[config.mk]
export PLATFORM = sky130hd
export DESIGN_NAME = dma_req_sequencer
export DESIGN_NICKNAME = d
export VERILOG_FILES = /design/src/rtl/dma_seq_pkg.sv /design/src/rtl/dma_seq_sync.sv /design/src/rtl/dma_seq_datapath.sv /design/src/rtl/dma_seq_ctrl.sv /design/src/rtl/dma_req_sequencer.sv
export SDC_FILE = /design/constraint.sdc
export NUM_CORES = 1
export LEC_CHECK = 0
export CAP_MARGIN = 20
export CORE_ASPECT_RATIO = 0.75
export CORE_UTILIZATION = 43
export CTS_CLUSTER_DIAMETER = 120
export CTS_CLUSTER_SIZE = 28
export DETAILED_ROUTE_END_ITERATION = 8
export GPL_TIMING_DRIVEN = 0
export PLACE_DENSITY_LB_ADDON = 0.1
export SYNTH_ARGS = -nofsm -noshare
export SYNTH_HDL_FRONTEND = slang
export SYNTH_SLANG_ARGS = --single-unit
[constraint.sdc]
create_clock -name clk -period 2.2 [get_ports clk]
set_clock_uncertainty 0.1 [all_clocks]
set_input_delay 0.22 -clock clk [delete_from_list [all_inputs] [get_ports clk]]
set_output_delay 0.22 -clock clk [all_outputs]
set_load 0.05 [all_outputs]
[src/rtl/dma_seq_pkg.sv]
package dma_seq_pkg;

  typedef enum logic [1:0] {
    MODE_FREE    = 2'd0,
    MODE_SRC     = 2'd1,
    MODE_DST     = 2'd2,
    MODE_SRC_ALT = 2'd3
  } xferMode_e;

  typedef enum logic [2:0] {
    ST_IDLE,
    ST_PRIO,
    ST_FETCH,
    ST_DEPOSIT,
    ST_SETTLE
  } seqState_e;

  // strobes from the sequencer control to the channel datapath
  typedef struct packed {
    logic capture;  // latch the arbitration winner
    logic flush;    // clear the served channel's synchronizer
    logic fetch;
    logic deposit;
    logic settle;
  } ctlStb_t;

endpackage

[src/rtl/dma_seq_sync.sv]
module dma_seq_sync #(
  parameter int STAGES = 2
) (
  input  logic clk,
  input  logic rstN,
  input  logic flush,
  input  logic din,
  output logic dout
);
  logic [STAGES-1:0] pipe;

  always_ff @(posedge clk) begin
    if (!rstN || flush) pipe <= '0;
    else                pipe <= {pipe[STAGES-2:0], din};
  end

  assign dout = pipe[STAGES-1];
endmodule

[src/rtl/dma_seq_datapath.sv]
module dma_seq_datapath
  import dma_seq_pkg::*;
#(
  parameter int NCH         = 2,
  parameter int PRIO_W      = 2,
  parameter int SYNC_STAGES = 2
) (
  input  logic                  clk,
  input  logic                  rstN,
  input  logic [NCH-1:0]        chReq,
  input  logic [NCH*PRIO_W-1:0] chPrio,
  input  logic [2*NCH-1:0]      chMode,
  input  logic [NCH-1:0]        chDone,
  input  ctlStb_t               ctl,
  output logic                  anyElig,
  output xferMode_e             curMode,
  output logic                  curDone,
  output logic [NCH-1:0]        chGrant
);
  localparam int CH_W = (NCH > 1) ? $clog2(NCH) : 1;

  logic [NCH-1:0]    reqSync;
  logic [NCH-1:0]    flushVec;
  logic [PRIO_W-1:0] prioArr [NCH];
  xferMode_e         modeArr [NCH];
  logic [CH_W-1:0]   curCh, rrPtr, winner, scanIdx;
  logic              found;
  logic [PRIO_W-1:0] bestPrio;
  logic              beaten;
  logic              active;

  assign flushVec = ctl.flush ? (NCH'(1) << curCh) : '0;

  for (genvar i = 0; i < NCH; i++) begin : g_ch
    dma_seq_sync #(.STAGES(SYNC_STAGES)) i_sync (
      .clk  (clk),
      .rstN (rstN),
      .flush(flushVec[i]),
      .din  (chReq[i]),
      .dout (reqSync[i])
    );
    assign prioArr[i] = chPrio[i*PRIO_W +: PRIO_W];
    assign modeArr[i] = xferMode_e'(chMode[2*i +: 2]);
  end

  assign anyElig = |reqSync;

  // scan from the channel after the last one served; strict compare keeps
  // the earliest channel in rotation order on a priority tie
  always_comb begin
    winner   = rrPtr;
    found    = 1'b0;
    bestPrio = '0;
    scanIdx  = '0;
    for (int off = 1; off <= NCH; off++) begin
      scanIdx = CH_W'((int'(rrPtr) + off) % NCH);
      if (reqSync[scanIdx] && (!found || prioArr[scanIdx] > bestPrio)) begin
        found    = 1'b1;
        winner   = scanIdx;
        bestPrio = prioArr[scanIdx];
      end
    end
  end

  always_ff @(posedge clk) begin
    if (!rstN) begin
      curCh <= '0;
      rrPtr <= CH_W'(NCH - 1);
    end else if (ctl.capture) begin
      curCh <= winner;
      rrPtr <= winner;
    end
  end

  assign curMode = modeArr[curCh];
  assign curDone = chDone[curCh];
  assign active  = ctl.fetch | ctl.deposit | ctl.settle;
  assign chGrant = active ? (NCH'(1) << curCh) : '0;

  // checker-side view: did any eligible channel outrank the winner?
  always_comb begin
    beaten = 1'b0;
    for (int k = 0; k < NCH; k++)
      if (reqSync[k] && prioArr[k] > prioArr[winner]) beaten = 1'b1;
  end

  // a captured winner is eligible and outranked by nobody
  p_high_prio_wins_r4: assert property (@(posedge clk) disable iff (!rstN)
    ctl.capture |-> (reqSync[winner] && !beaten));

  // the grant does not move while a transfer is in flight
  p_grant_stable_r12: assert property (@(posedge clk) disable iff (!rstN)
    (active && $past(active)) |-> $stable(chGrant));

endmodule

[src/rtl/dma_seq_ctrl.sv]
module dma_seq_ctrl
  import dma_seq_pkg::*;
#(
  parameter int FETCH_CLKS   = 4,
  parameter int DEPOSIT_CLKS = 4,
  parameter int SETTLE_CLKS  = 2
) (
  input  logic      clk,
  input  logic      rstN,
  input  logic      anyElig,
  input  logic      holdReq,
  input  logic      busLock,
  input  xferMode_e curMode,
  input  logic      curDone,
  output ctlStb_t   ctl
);
  localparam int MAX_A = (FETCH_CLKS > DEPOSIT_CLKS) ? FETCH_CLKS : DEPOSIT_CLKS;
  localparam int MAX_C = (MAX_A > SETTLE_CLKS) ? MAX_A : SETTLE_CLKS;
  localparam int CNT_W = $clog2(MAX_C + 1);
  localparam logic [CNT_W-1:0] FETCH_LAST   = CNT_W'(FETCH_CLKS - 1);
  localparam logic [CNT_W-1:0] DEPOSIT_LAST = CNT_W'(DEPOSIT_CLKS - 1);
  localparam logic [CNT_W-1:0] SETTLE_LAST  = CNT_W'(SETTLE_CLKS - 1);

  seqState_e        state, nxtState;
  logic [CNT_W-1:0] cnt, nxtCnt;
  logic             blocked;
  logic             capture, flush;

  assign blocked = holdReq | busLock;

  always_comb begin
    nxtState = state;
    nxtCnt   = cnt;
    capture  = 1'b0;
    flush    = 1'b0;
    unique case (state)
      ST_IDLE: begin
        if (anyElig && !blocked) begin
          nxtState = ST_PRIO;
          capture  = 1'b1;
        end
      end
      ST_PRIO: begin
        if (!blocked) begin
          nxtState = ST_FETCH;
          nxtCnt   = FETCH_LAST;
        end
      end
      ST_FETCH: begin
        if (cnt == '0) begin
          nxtState = ST_DEPOSIT;
          nxtCnt   = DEPOSIT_LAST;
        end else begin
          nxtCnt = cnt - CNT_W'(1);
        end
      end
      ST_DEPOSIT: begin
        if (cnt != '0) begin
          nxtCnt = cnt - CNT_W'(1);
        end else if (curMode == MODE_DST) begin
          nxtState = ST_SETTLE;
          nxtCnt   = SETTLE_LAST;
        end else if (curMode == MODE_FREE && !curDone) begin
          if (blocked) begin
            nxtState = ST_PRIO;
          end else begin
            nxtState = ST_FETCH;
            nxtCnt   = FETCH_LAST;
          end
        end else begin
          nxtState = ST_IDLE;
        end
      end
      ST_SETTLE: begin
        if (cnt == '0) begin
          nxtState = ST_IDLE;
          flush    = 1'b1;
        end else begin
          nxtCnt = cnt - CNT_W'(1);
        end
      end
      default: nxtState = ST_IDLE;
    endcase
  end

  always_ff @(posedge clk) begin
    if (!rstN) begin
      state <= ST_IDLE;
      cnt   <= '0;
    end else begin
      state <= nxtState;
      cnt   <= nxtCnt;
    end
  end

  assign ctl.capture = capture;
  assign ctl.flush   = flush;
  assign ctl.fetch   = (state == ST_FETCH);
  assign ctl.deposit = (state == ST_DEPOSIT);
  assign ctl.settle  = (state == ST_SETTLE);

  // a fetch never begins right after a cycle with bus hold requested
  p_hold_defers_r2: assert property (@(posedge clk) disable iff (!rstN)
    $rose(ctl.fetch) |-> !$past(holdReq));

  // a fetch never begins right after a cycle with the bus locked
  p_lock_defers_r3: assert property (@(posedge clk) disable iff (!rstN)
    $rose(ctl.fetch) |-> !$past(busLock));

  // every fetch phase hands over directly to a deposit phase
  p_fetch_to_deposit_r7: assert property (@(posedge clk) disable iff (!rstN)
    $fell(ctl.fetch) |-> ctl.deposit);

  // settle clocks only follow a deposit, and only for destination pacing
  p_settle_after_deposit_r8: assert property (@(posedge clk) disable iff (!rstN)
    $rose(ctl.settle) |-> $past(ctl.deposit));
  p_settle_dst_only_r8: assert property (@(posedge clk) disable iff (!rstN)
    ctl.settle |-> (curMode == MODE_DST));

  // a free-running channel whose count is reached does not fetch again
  p_done_stops_r11: assert property (@(posedge clk) disable iff (!rstN)
    ($fell(ctl.deposit) && $past(curMode == MODE_FREE) && $past(curDone))
      |-> !ctl.fetch);

endmodule

[src/rtl/dma_req_sequencer.sv]
module dma_req_sequencer
  import dma_seq_pkg::*;
#(
  parameter int NCH          = 2,
  parameter int PRIO_W       = 2,
  parameter int SYNC_STAGES  = 2,
  parameter int FETCH_CLKS   = 4,
  parameter int DEPOSIT_CLKS = 4,
  parameter int SETTLE_CLKS  = 2
) (
  input  logic                  clk,
  input  logic                  rstN,
  input  logic [NCH-1:0]        chReq,
  input  logic [NCH*PRIO_W-1:0] chPrio,
  input  logic [2*NCH-1:0]      chMode,
  input  logic [NCH-1:0]        chDone,
  input  logic                  holdReq,
  input  logic                  busLock,
  input  logic                  byteBus,
  output logic                  fetchStb,
  output logic                  depositStb,
  output logic                  settleStb,
  output logic                  xferWord,
  output logic [NCH-1:0]        chGrant
);
  ctlStb_t   ctl;
  logic      anyElig;
  xferMode_e curMode;
  logic      curDone;

  dma_seq_ctrl #(
    .FETCH_CLKS  (FETCH_CLKS),
    .DEPOSIT_CLKS(DEPOSIT_CLKS),
    .SETTLE_CLKS (SETTLE_CLKS)
  ) i_ctrl (
    .clk    (clk),
    .rstN   (rstN),
    .anyElig(anyElig),
    .holdReq(holdReq),
    .busLock(busLock),
    .curMode(curMode),
    .curDone(curDone),
    .ctl    (ctl)
  );

  dma_seq_datapath #(
    .NCH        (NCH),
    .PRIO_W     (PRIO_W),
    .SYNC_STAGES(SYNC_STAGES)
  ) i_dp (
    .clk    (clk),
    .rstN   (rstN),
    .chReq  (chReq),
    .chPrio (chPrio),
    .chMode (chMode),
    .chDone (chDone),
    .ctl    (ctl),
    .anyElig(anyElig),
    .curMode(curMode),
    .curDone(curDone),
    .chGrant(chGrant)
  );

  assign fetchStb   = ctl.fetch;
  assign depositStb = ctl.deposit;
  assign settleStb  = ctl.settle;
  assign xferWord   = (ctl.fetch | ctl.deposit) & ~byteBus;

  // exactly one channel is granted whenever a bus phase is active
  p_grant_onehot_r12: assert property (@(posedge clk) disable iff (!rstN)
    (fetchStb | depositStb | settleStb) |-> $onehot(chGrant));

endmodule

# Word-level counts from Yosys, hierarchy flattened
# Index checks and enable logic that the tools add are counted.
# word_totals
reg_bits	12
latchBits	0
ram_bits	0
rom_bits	0
out_inout_bits	6
memories	0
# op_classes
addsub	3
multipliers	0
div_mod_pow	0
order_cmp	7
eq_ne	12
n_shift	1
n_mux	41
bitwise_logic	8
n_reduce_logical	18
# op_table
cell	count
3-bit 2-to-1 mux	12
2-bit 2-to-1 mux	14
3-bit case mux with 5 select lines	1
1-bit 2-to-1 mux	13
3-bit case mux with 4 select lines	1
3-bit by 2-bit == test with 1-bit output, second input constant	2
2-bit >= comparator, second input constant	3
3-bit zero test	2
1-bit by 2-bit < comparator with 1-bit output, second input constant	3
2-bit by 1-bit inequality test with 1-bit output, second input constant	3
2-bit inequality test, second input constant	3
1-bit inverter with 2-bit output	3
5-bit AND reduction	1
1-bit zero test	4
4-bit by 1-bit inequality test with 1-bit output, second input constant	1
4-bit nonzero test	1
3-bit by 1-bit == test with 1-bit output, second input constant	1
3-bit == test, second input constant	1
1-bit logical AND	3
1-bit logical OR	3
1-bit OR	3
3-bit AND reduction	1
3-bit nonzero test	1
3-bit by 1-bit subtractor with 3-bit output, second input constant	1
8 further kinds	9

# Logic depth before layout (Yosys ltp)
# Gate-level depths: netlist of run 1.
# logic_depth
word_depth	10
ltp_mapped	9

# Modules after synthesis
# Synthesis of run 1 repeated with hierarchy kept, for this count alone.
# hier_totals
cells_unflattened	119
area_unflattened_um2	1009.7
# modules_own_cells
mod	instances	cells_per_inst	area_each_um2	seq_area_each_um2
dma_seq_ctrl	1	76	579.3	120.1
dma_seq_datapath	1	34	305.3	40.0
dma_seq_sync	2	4	57.6	40.0
dma_req_sequencer	1	1	10.0	0.0

# Least setup slack after synthesis of run 1
# Ideal clock, no wire load.
# synth_timing
kind	register -> output
startpoint	reg i_ctrl.state[2]
endpoint	out chGrant[1]
arrival_ns	2.212
t_required_ns	1.880
path_slack_ns	-0.332
stages_incl_launch_ff	6
path_buffers	1
cell_sequence	dfxtp_1 -> buf_2 -> or3b_2 -> inv_1 -> nor2_1 -> nor2b_1
# synth_rtl
element	line_no	source
start: declaration	dma_seq_ctrl.sv:24	seqState_e state, nxtState;
start signal: assignment	dma_seq_ctrl.sv:91	state <= nxtState;
3-bit == test	dma_seq_ctrl.sv:100	assign ctl.settle = (state == ST_SETTLE);
net settleStb	dma_req_sequencer.sv:22	output logic settleStb,
1-bit OR	dma_seq_datapath.sv:77	assign active = ctl.fetch | ctl.deposit | ctl.settle;
2-bit 2-to-1 mux	dma_seq_datapath.sv:78	assign chGrant = active ? (NCH'(1) << curCh) : '0;
end: declaration	dma_req_sequencer.sv:24	output logic [NCH-1:0] chGrant
# The timed path passes the listed nets, and every way through them passes these cells.

# Final worst setup path of run 1
# layout_timing
startpoint	reg i_ctrl.state[2]
endpoint	out chGrant[1]
# layout_via
elab_chain_len	4
# layout_lines
element	line_no
3-bit by 2-bit == test with 1-bit output (on tied branches)	dma_seq_ctrl.sv:98, dma_seq_ctrl.sv:99
1-bit OR	dma_seq_datapath.sv:77
1-bit OR (*)	dma_seq_datapath.sv:77
2-bit 2-to-1 mux (*)	dma_seq_datapath.sv:78
# Every way passes the cells marked *; elsewhere a longest branch is shown, timed or not.

==> results of run 1 <==
repair_timing:
| action | 4_1_cts | 5_1_grt |
|---|---|---|
| gates resized for setup | 20 | 9 |
| cloned | 0 | 0 |
| pin swaps | 0 | 2 |
| setup endpoints to repair | 8 | 5 |
| setup buffers | 0 | 3 |
| hold endpoints to repair | 0 | 0 |
| hold buffers | 0 | 0 |
kinds of logic after synthesis:
| group | after synthesis | synth area share [%] |
|---|---|---|
| AO/OA/AOI/OAI | 34 | 29.0 |
| XOR/XNOR | 1 | 0.986 |
| adder cells (fa/ha/maj) | 4 | 5.63 |
| buffers and inverters | 13 | 6.76 |
| flip-flops | 12 | 27.0 |
| multiplexers | 2 | 2.39 |
| AND/OR/NAND/NOR | 47 | 28.2 |
synth_stat cells (all sizes together) (2+ instances only):
cell type | n | area (µm²)
ha | 4 | 50.1
buf | 4 | 26.3
clkbuf | 3 | 11.3
or3b | 2 | 17.5
nand2b | 2 | 12.5
o21ai | 4 | 20.0
a31oi | 2 | 12.5
nor3 | 3 | 15.0
o22ai | 4 | 25.0
o311a | 2 | 20.0
nor2b | 6 | 37.5
nor3b | 2 | 15.0
nand2 | 5 | 21.3
and2 | 4 | 25.0
nor2 | 17 | 63.8
dfxtp | 12 | 240
inv | 6 | 22.5
a21oi | 8 | 40.0
stage by stage:
stage | instance area, µm² | worst slack [ns]
after floorplan | 893 | -0.106
after global placement | 1140 | -0.363
after detailed placement | 1140 | -0.370
after CTS | 1170 | 0.0137
after global routing | 1200 | 0.00195
final | 1200 | 0.0932
placed cells by master, fill, tap and decap left out, drive strengths merged, types with 2 or more instances in the layout:
cell type	count
a21oi	8
a31oi	2
and2	4
buf	9
clkbuf	7
clkdlybuf4s50	16
dfxtp	12
dlygate4sd2	2
ha	4
inv	6
nand2	5
nand2b	2
nor2	17
nor2b	6
nor3	3
nor3b	2
o21ai	4
o22ai	4
o311a	2
or3b	2
worst max path at each step:
stage                               start  cells past startpoint       endpoint
after floorplan           i_ctrl.state[2]                      5     chGrant[1]
after global placement    i_ctrl.state[2]                      6     chGrant[1]
after detailed placement  i_ctrl.state[2]                      6     chGrant[1]
after CTS                      i_dp.rrPtr                      7     i_dp.curCh
after global routing        i_ctrl.cnt[0]                      8  i_ctrl.cnt[1]
final                     i_ctrl.state[2]                      6     chGrant[1]
power groups by stage:
stage | Clock [mW] | Sequential, mW | Combinational, mW
floorplan | 0 | 0.230 | 0.0443
global placement | 0 | 0.231 | 0.0841
detailed placement | 0 | 0.231 | 0.0858
CTS | 0.187 | 0.227 | 0.0849
global route | 0.189 | 0.228 | 0.0966
finish | 0.181 | 0.227 | 0.0883
flip-flops by register name, summed over array words and instances, names as in the netlist:
signal                 flops
i_dp.g_ch.i_sync.pipe      4
i_dp.curCh                 1
i_ctrl.cnt                 3
i_dp.rrPtr                 1
i_ctrl.state               3
metal layers:
layer | wire length, µm | track usage, % | part of all wire [%]
met4 | 27 | 7.69 | 1.2
met3 | 181 | 5.43 | 8.2
met2 | 928 | 35.1 | 42
met5 | 0 | 0 | 0
met1 | 1070 | 31.0 | 49
final cells by class:
class / count / share of cell area (%)
Buffer: 6 / 3.03
Clock buffer: 4 / 3.03
Inverter: 6 / 1.88
Multi-Input combinational cell: 88 / 50.2
Sequential cell: 12 / 20.3
Tap cell: 22 / 2.30
Timing Repair Buffer: 25 / 19.3
==> impl_summary.log, run 1 <==
INFO  metric drt_first_pass_iters = 4
INFO  metric syn_inst = 113
INFO  metric timing.setup.critical_path_class = flop to output pin
INFO  metric htree_num_levels = 1
INFO  metric synthesis.area = 888 µm²
INFO  metric cts_buffers = 3
INFO  metric yosysSeqAreaShare = 27.0%
INFO  metric placementRows = 13
INFO  metric finalCritPeriodShare = 95.8%
INFO  metric final.hold.worst_slack = 0.334 ns
INFO  metric crit_required = 1.88 ns
INFO  metric worst_case_register_to_register_setup_slack = 0.10 ns
INFO  metric initial_util = 48.3%
INFO  metric critical_path.n_buffers_inverters = 3
INFO  metric setup_repair_after_global_routing_missed_its_margin = false
INFO  metric postSynthRegisterBits = 12
INFO  metric first_global_vias = 743
INFO  metric io_pins = 23
INFO  metric timing.max_slew.rel_slack = 57.1%
INFO  metric maxClockFrequency = 0.475 GHz
INFO  metric hpwlAfterDp = 1650 µm
INFO  metric delay_contributed_by_the_slowest_stage_of_the_critical_path = 0.44 ns
INFO  metric critical_path_arrival = 1.79 ns
INFO  metric share_clk_of_total_power = 36.4%
INFO  metric combined_flip_flop_and_latch_cell_area = 243 µm²
INFO  metric design.core.area = 1840 µm²
INFO  metric grt_use_total = 22.7%
INFO  metric grt_antenna_before_repair = 0
INFO  metric antennaDiodeCount = 0
INFO  metric path_cells = buf_2, or3b_4, inv_2, nor2_1, nor2b_2, buf_4
INFO  metric hp-class = flop to flop
INFO  metric min_period = 2.11 ns
INFO  metric power_frac_seq = 45.8%
INFO  metric flow.area_growth_from_synthesis = 34.8%
INFO  metric placedCellCount = 157
INFO  metric fin_nets = 163
INFO  metric report.final.hold_viol_count = 0
INFO  metric hold-path-endpoint = i_dp.g_ch[1].i_sync.pipe[1]
INFO  metric worst-path-max-fanout = 10
INFO  metric power.share.switching = 24.7%
INFO  metric worst_ir_drop_on_vdd = 259 µV
INFO  metric critPathSlowestCell = or3b_4
INFO  metric cts.clk_slew.worst_paths = 0.08 ns
INFO  metric synthesis.nets = 134
INFO  metric number_of_enable_flip_flop_cells_after_synthesis = 0
INFO  metric p_sw = 0.123 mW
INFO  metric hp-start = i_dp.g_ch[1].i_sync.pipe[0]
INFO  metric detail_route.iter0.violations = 42
INFO  metric final_util = 65.1%
INFO  metric tritoncts = built
INFO  metric crit-reg2reg-launch = i_ctrl.cnt[0]
INFO  metric postSynthAreaPerCell = 7.86 µm²
INFO  metric timing.final.setup_violations = 0
INFO  metric drt-total-wl = 2210 µm
INFO  metric grt_start_max_net_pins = 11
INFO  metric rr_endpoint = i_ctrl.cnt[1]
INFO  metric critical_path.startpoint_type = flop
INFO  metric dieArea = 2250 µm²
INFO  metric max_cap_viols = 0
INFO  metric crit_family = simple AND/OR/NAND/NOR gates
INFO  metric drc = 0
INFO  metric instances_no_fill = 163
INFO  metric synth.lib_cells_used.distinct = 43
INFO  metric filler_cell_count = 157
INFO  metric synthesis.yosys.warnings = 0
INFO  metric worstRegToRegCells = 8
INFO  metric via_per_inst = 5.69
INFO  metric timing.hold.worst_path_depth = 1
INFO  metric power.combinational.fraction = 17.8%
INFO  metric drive_above_1_share = 22.7%
INFO  metric timing_max_transition_violations_final = 0
INFO  metric tightest_slew = 0.636 ns
INFO  metric intPower = 0.374 mW
INFO  metric clk_path_buf_depth = 2
INFO  metric detail-route-antenna-nets = 0
INFO  metric cts_num_sinks = 12
INFO  metric grt_overflow = 0
INFO  metric numPortBuffers = 22
INFO  metric pwrdens = 415 nW/µm²
INFO  metric synth_flop_cell = dfxtp_1
INFO  metric ys_async_sr_fraction = 0%
INFO  metric wire_per_inst = 13.6 µm
INFO  metric gp_congestion = 0.920
INFO  metric floorplan.die.width = 54.5 µm
INFO  metric setup.worst_path.end_class = output pin
INFO  metric clock_latency = 0.28 ns
INFO  metric power.leakage = 0.486 nW
INFO  metric multi_input_combinational_cell_area = 601 µm²
INFO  metric run_status = finished, final reports clean
INFO  metric clock_tree.root_cell = clkbuf_4
INFO  metric grt_first_pass_wirelength = 3420 µm
INFO  metric tns = 0 ns
INFO  metric post-layout-total-power = 0.497 mW
INFO  metric vias = 927
INFO  metric die_h = 41.4 µm
(Power assumes the default switching activity.)
==> inputs of run 2 (changes only) <==
- clock period: 2.2 -> 1.74 ns (I/O delays scaled with it)
==> run 2 against run 1 <==
Against the previous run:
- the flow now finishes with violations (setup timing)
- worst hold slack got worse by 0.0047 ns
- via count rose by 19%
- routed wire length rose by 43%
- critical path type is now flop to flop
- critical endpoint is now i_dp.curCh
- largest cell class unchanged
- largest power group unchanged
==> impl_summary.log, run 2 (synthesis results as in run 1) <==
INFO  metric run_status = finished, violations left
INFO  metric failing_checks = setup timing
INFO  metric worst_ir_drop_on_vdd = 387 µV
INFO  metric crit_required = 1.83 ns
INFO  metric floorplan.die.width = 54.5 µm
INFO  metric hp-class = input port to flop
INFO  metric grt_first_pass_wirelength = 4220 µm
INFO  metric htree_num_levels = 1
INFO  metric min_period = 1.94 ns
INFO  metric antennaDiodeCount = 0
INFO  metric drc = 0
INFO  metric gp_congestion = 0.880
INFO  metric worst_setup_timing_slack_at_the_placement_stage = -0.559 ns
INFO  metric grt_use_total = 28.2%
INFO  metric finalCritPeriodShare = 112%
INFO  metric setup.worst_path.end_class = flop
INFO  metric layout_commonest_cell = buf_4
INFO  metric maxClockFrequency = 0.515 GHz
INFO  metric via_per_inst = 6.08
INFO  metric cts.clk_slew.worst_paths = 0.08 ns
INFO  metric combined_flip_flop_and_latch_cell_area = 253 µm²
INFO  metric p_sw = 0.191 mW
INFO  metric share_clk_of_total_power = 35.5%
INFO  metric post-layout-total-power = 0.686 mW
INFO  metric drt-total-wl = 3170 µm
INFO  metric vias = 1101
INFO  metric critical_path_arrival = 2.04 ns
INFO  metric timing.setup.critical_path_class = flop to flop
INFO  metric worst-path-max-fanout = 5
INFO  metric grt_overflow = 0
INFO  metric power.combinational.fraction = 23.0%
INFO  metric dieArea = 2250 µm²
INFO  metric postLayoutSetupSlackWorst = -0.201 ns
INFO  metric initial_util = 48.3%
INFO  metric report.final.hold_viol_count = 0
INFO  metric tritoncts = built
INFO  metric multi_input_combinational_cell_area = 762 µm²
INFO  metric power.leakage = 0.625 nW
INFO  metric drt_first_pass_iters = 5
INFO  metric most_frequent_cells_in_the_layout = buf_4 (22), clkdlybuf4s50_1 (16), nor2_1 (13), a21oi_1 (8)
INFO  metric flow.area_growth_from_synthesis = 73.1%
INFO  metric clk_path_buf_depth = 2
INFO  metric cts_buffers = 3
INFO  metric critical_path.startpoint_type = flop
INFO  metric setup_repair_after_global_routing_missed_its_margin = true
INFO  metric die_h = 41.4 µm
INFO  metric hpwlAfterDp = 1740 µm
INFO  metric largestRegisters = i_dp.g_ch.i_sync.pipe x4, i_ctrl.cnt x3, i_ctrl.state x3
INFO  metric power_frac_seq = 41.5%
INFO  metric holdBufCountCts = 0
INFO  metric io_pins = 23
INFO  metric grt_antenna_before_repair = 0
INFO  metric first_global_vias = 939
INFO  metric max_cap_viols = 0
INFO  metric design.core.area = 1840 µm²
INFO  metric largest-register = i_dp.g_ch.i_sync.pipe
INFO  metric intPower = 0.495 mW
INFO  metric detail-route-antenna-nets = 0
INFO  metric power.share.switching = 27.8%
INFO  metric clock_latency = 0.30 ns
INFO  metric grt_start_max_net_pins = 11
INFO  metric wire_per_inst = 17.5 µm
INFO  metric number_of_flip_flops_in_the_largest_register = 4
INFO  metric timing_max_transition_violations_final = 0
INFO  metric numPortBuffers = 22
INFO  metric placementRows = 13
INFO  metric timing.max_slew.rel_slack = 67.1%
INFO  metric filler_cell_count = 111
INFO  metric clock_tree.root_cell = clkbuf_4
INFO  metric timing.final.setup_violations = 8
INFO  metric fin_nets = 181
INFO  metric detail_route.iter0.violations = 87
INFO  metric pwrdens = 446 nW/µm²
INFO  metric cts_num_sinks = 12
INFO  metric tightest_slew = 0.489 ns
INFO  metric drive_above_1_share = 49.1%
[run 2: cell types whose count changed in the layout (fill, tap and decap cells not counted), sizes merged]
cell,before,now
inv,6,5
clkdlybuf4s15,1,0
buf,9,31
dlygate4sd2,2,0
clkinvlp,0,1
clkbuf,7,6
[run 2: path summary, 6_finish.rpt]
check	from	endpoint	slack [ns]	depth (start not counted)
setup reg to reg	i_dp.rrPtr	i_dp.curCh	-0.20	7
hold / removal	chReq[1]	i_dp.g_ch[1].i_sync.pipe[0]	0.33	2
setup / recovery	i_dp.rrPtr	i_dp.curCh	-0.20	7
hold reg to reg	i_dp.g_ch[1].i_sync.pipe[0]	i_dp.g_ch[1].i_sync.pipe[1]	0.34	1
[run 2: what timing repair did]
action                                  4_1_cts  5_1_grt
buffers inserted                             21        5
gates resized for setup                      58       23
pin swaps                                    13       16
endpoints found under the setup margin       13       12
[run 2: per-layer routing]
layer	part of all wire (%)	up-vias	track usage, %	wire length, µm
li1	-	503	-	-
met1	41	513	33.9	1310
met2	46	69	47.0	1470
met3	9.0	16	9.42	284
met4	3.4	0	11.5	108
met5	0	-	0	0
[run 2: through the flow]
stage | hold WS (ns) | TNS (ns) | area [µm²] | cells | util [%]
after global placement | 0.309 | -4.11 | 1210 | 157 | 66.0
final | 0.329 | -0.647 | 1540 | 181 | 83.7
after floorplan | 0.154 | -1.01 | 965 | 113 | -
after CTS | 0.335 | -0.877 | 1450 | 180 | 78.7
after global routing | 0.353 | -1.09 | 1540 | 181 | 83.7
after detailed placement | 0.316 | -4.44 | 1210 | 157 | 66.0
[run 2: power by group through the flow]
stage | registers (mW) | logic (mW) | clock network, mW
6_report | 0.285 | 0.158 | 0.244
3_3_place_gp | 0.292 | 0.114 | 0
4_1_cts | 0.285 | 0.136 | 0.231
5_1_grt | 0.286 | 0.167 | 0.250
3_5_place_dp | 0.292 | 0.116 | 0
2_1_floorplan | 0.291 | 0.0628 | 0
[run 2: area by class of cell]
cell class | count | share of cell area [%]
plain buffers | 3 | 1.79
inverters | 6 | 1.87
flip-flops and latches | 12 | 16.4
well taps | 22 | 1.79
multi-input cells | 88 | 49.6
clock buffers | 4 | 2.36
repair buffers | 46 | 26.2
[run 2: critical path, cell delays in order, from the launching register on]
cell	delay, ns
dfxtp_4	0.39
mux2_4	0.32
ha_4	0.27
nor2b_4	0.13
o21ai_2	0.07
xor2_1	0.17
o211a_1	0.21
o21a_1	0.18
==> inputs of run 3 (changes only) <==
- CTS_CLUSTER_SIZE: 28 -> 40
- GPL_TIMING_DRIVEN: 0 -> default
==> run 3 against run 2 <==
Against the previous run:
- sequential power about the same
- combinational power rose by 25%
- power shrank 1.7%
- utilization increased by 11 points
- the run still ends with setup timing left
- highest routed layer unchanged
- setup slack worse by 0.087 ns
- largest cell class unchanged
- final cell count increased by 6.6%
- worst hold slack better by 0.024 ns
==> impl_summary.log, run 3 (synthesis results as in run 1) <==
INFO  metric numPortBuffers = 22
INFO  metric grt_start_max_net_pins = 10
INFO  metric detail_route.iter0.violations = 183
INFO  metric cts_buffers = 3
INFO  metric critical_path_arrival = 2.14 ns
INFO  metric grt_overflow = 0
INFO  metric timing_max_transition_violations_final = 0
INFO  metric setup_repair_after_global_routing_missed_its_margin = true
INFO  metric critPathSlowestCell = dfxtp_4
INFO  metric timing.setup.critical_path_class = flop to flop
INFO  metric hpwlAfterDp = 2220 µm
INFO  metric fin_nets = 194
INFO  metric instances_no_fill = 193
INFO  metric filler_cell_count = 50
INFO  metric crit_family = compound AO/OA/AOI/OAI gates
INFO  metric number_of_flip_flops_in_the_largest_register = 4
INFO  metric post-layout-total-power = 0.674 mW
INFO  metric grt_use_total = 40.3%
INFO  metric first_global_vias = 1247
INFO  metric intPower = 0.463 mW
INFO  metric clk_path_buf_depth = 2
INFO  metric min_period = 2.03 ns
INFO  metric tightest_slew = 0.464 ns
INFO  metric rr_endpoint = i_dp.rrPtr
INFO  metric detail-route-antenna-nets = 0
INFO  metric clock_latency = 0.30 ns
INFO  metric initial_util = 48.3%
INFO  metric tns = -1.63 ns
INFO  metric report.final.hold_viol_count = 0
INFO  metric drc = 0
INFO  metric finish.instance_area = 1730 µm²
INFO  metric failing_checks = setup timing
INFO  metric crit-reg2reg-launch = i_dp.rrPtr
INFO  metric grt_first_pass_wirelength = 6010 µm
INFO  metric setup.worst_path.end_class = flop
INFO  metric drt-total-wl = 4940 µm
INFO  metric die_h = 41.4 µm
INFO  metric design.core.area = 1840 µm²
INFO  metric crit_required = 1.85 ns
INFO  metric tritoncts = built
INFO  metric run_status = finished, violations left
INFO  metric wire_per_inst = 25.6 µm
INFO  metric placedCellCount = 179
INFO  metric worst_ir_drop_on_vdd = 565 µV
INFO  metric timing.max_slew.rel_slack = 68.8%
INFO  metric max_cap_viols = 0
INFO  metric timing.hold.worst_path_depth = 1
INFO  metric largest-register = i_dp.g_ch.i_sync.pipe
INFO  metric power_frac_seq = 42.4%
INFO  metric dieArea = 2250 µm²
INFO  metric via_per_inst = 6.92
INFO  metric hp-start = i_dp.g_ch[0].i_sync.pipe[0]
INFO  metric maxClockFrequency = 0.493 GHz
INFO  metric share_clk_of_total_power = 28.4%
INFO  metric critical_path.startpoint_type = flop
INFO  metric floorplan.die.width = 54.5 µm
INFO  metric most_frequent_cells_in_the_layout = buf_4 (32), clkdlybuf4s50_1 (15), nor2_1 (9), a21oi_1 (8), buf_12 (8)
INFO  metric drt_first_pass_iters = 5
INFO  metric io_pins = 23
INFO  metric gp_congestion = 0.886
INFO  metric critical_path.n_buffers_inverters = 0
INFO  metric postLayoutSetupSlackWorst = -0.289 ns
INFO  metric power.share.switching = 31.4%
INFO  metric flow.area_growth_from_synthesis = 95.1%
INFO  metric hp-class = flop to flop
INFO  metric power.combinational.fraction = 29.3%
INFO  metric layout_commonest_cell = buf_4
INFO  metric worst-path-max-fanout = 5
INFO  metric worst_case_register_to_register_setup_slack = -0.29 ns
INFO  metric worstRegToRegCells = 7
INFO  metric largestRegisters = i_dp.g_ch.i_sync.pipe x4, i_ctrl.cnt x3, i_ctrl.state x3
INFO  metric delay_contributed_by_the_slowest_stage_of_the_critical_path = 0.41 ns
INFO  metric path_cells = mux2_4, ha_4, nor2b_4, o21ai_2, xor2_1, a21oi_1, o21ai_1
INFO  metric power.leakage = 0.712 nW
INFO  metric p_sw = 0.212 mW
INFO  metric place_area = 1440 µm²
INFO  metric placementRows = 13
INFO  metric finalCritPeriodShare = 117%
INFO  metric drive_above_1_share = 52.0%
INFO  metric vias = 1335
INFO  metric pwrdens = 389 nW/µm²
INFO  metric htree_num_levels = 1
INFO  metric antennaDiodeCount = 0
INFO  metric cts_num_sinks = 12
INFO  metric cts.clk_slew.worst_paths = 0.08 ns
INFO  metric grt_antenna_before_repair = 0
INFO  metric hold-path-endpoint = i_dp.g_ch[0].i_sync.pipe[1]
INFO  metric clock_tree.root_cell = clkbuf_4
INFO  metric timing.final.setup_violations = 11
run 3: cell types whose count changed in the layout (fill, tap and decap cells not counted), moves of 2 or more:
| cell | before | now |
|---|---|---|
| buf_4 | 22 | 32 |
| buf_12 | 0 | 8 |
| nor2_1 | 13 | 9 |
| buf_2 | 2 | 0 |
| nor2_2 | 2 | 4 |
| nor2_4 | 2 | 4 |
run 3: power groups by stage:
stage	clock network (mW)	logic [mW]	registers [mW]
finish	0.191	0.197	0.286
CTS	0.180	0.158	0.284
detailed placement	0	0.141	0.292
global placement	0	0.135	0.292
floorplan	0	0.0628	0.291
global route	0.192	0.206	0.286
run 3: worst register-to-register path, stage by stage (launching register included):
cell     delay [ns]
dfxtp_4        0.41
mux2_4         0.33
ha_4           0.25
nor2b_4        0.12
o21ai_2        0.15
xor2_1         0.27
a21oi_1        0.13
o21ai_1        0.18
run 3: repair_timing:
action	4_1_cts	5_1_grt
endpoints found under the setup margin	11	13
pin swaps	10	11
resized for setup	24	22
hold buffers	0	0
setup buffers	9	2
run 3: routing by layer:
| metal | track usage, % | routed length (µm) |
|---|---|---|
| met5 | 0 | 0 |
| met3 | 14.1 | 807 |
| met1 | 46.8 | 1780 |
| met2 | 64.9 | 2090 |
| met4 | 24.4 | 267 |
run 3: stage by stage:
stage                     setup slack (ns)  hold WS (ns)  util [%]
after floorplan                     -0.282         0.154         -
after global placement              -0.341         0.310      78.6
after detailed placement            -0.438         0.330      78.6
after CTS                           -0.138         0.340      88.4
after global routing                -0.327         0.366      94.3
final                               -0.289         0.353      94.3
run 3: cell type report:
type / count / area (µm²) / area share, %
tap: 22 / 27.5 / 1.59
inverter: 6 / 26.3 / 1.52
clock buffer: 3 / 22.5 / 1.30
multi-input combinational: 88 / 777 / 44.8
sequential: 12 / 253 / 14.6
timing repair buffer: 62 / 627 / 36.2
run 3: worst max path at each step:
| stage | depth (start not counted) | slack [ns] | to | startpoint |
|---|---|---|---|---|
| global route | 8 | -0.33 | i_dp.curCh | i_dp.g_ch[1].i_sync.pipe[1] |
| detailed placement | 8 | -0.44 | i_dp.curCh | chPrio[1] |
| floorplan | 7 | -0.28 | i_ctrl.state[1] | i_ctrl.state[2] |
| CTS | 7 | -0.14 | i_dp.curCh | i_dp.rrPtr |
| finish | 7 | -0.29 | i_dp.rrPtr | i_dp.rrPtr |
| global placement | 8 | -0.34 | i_dp.curCh | chPrio[1] |
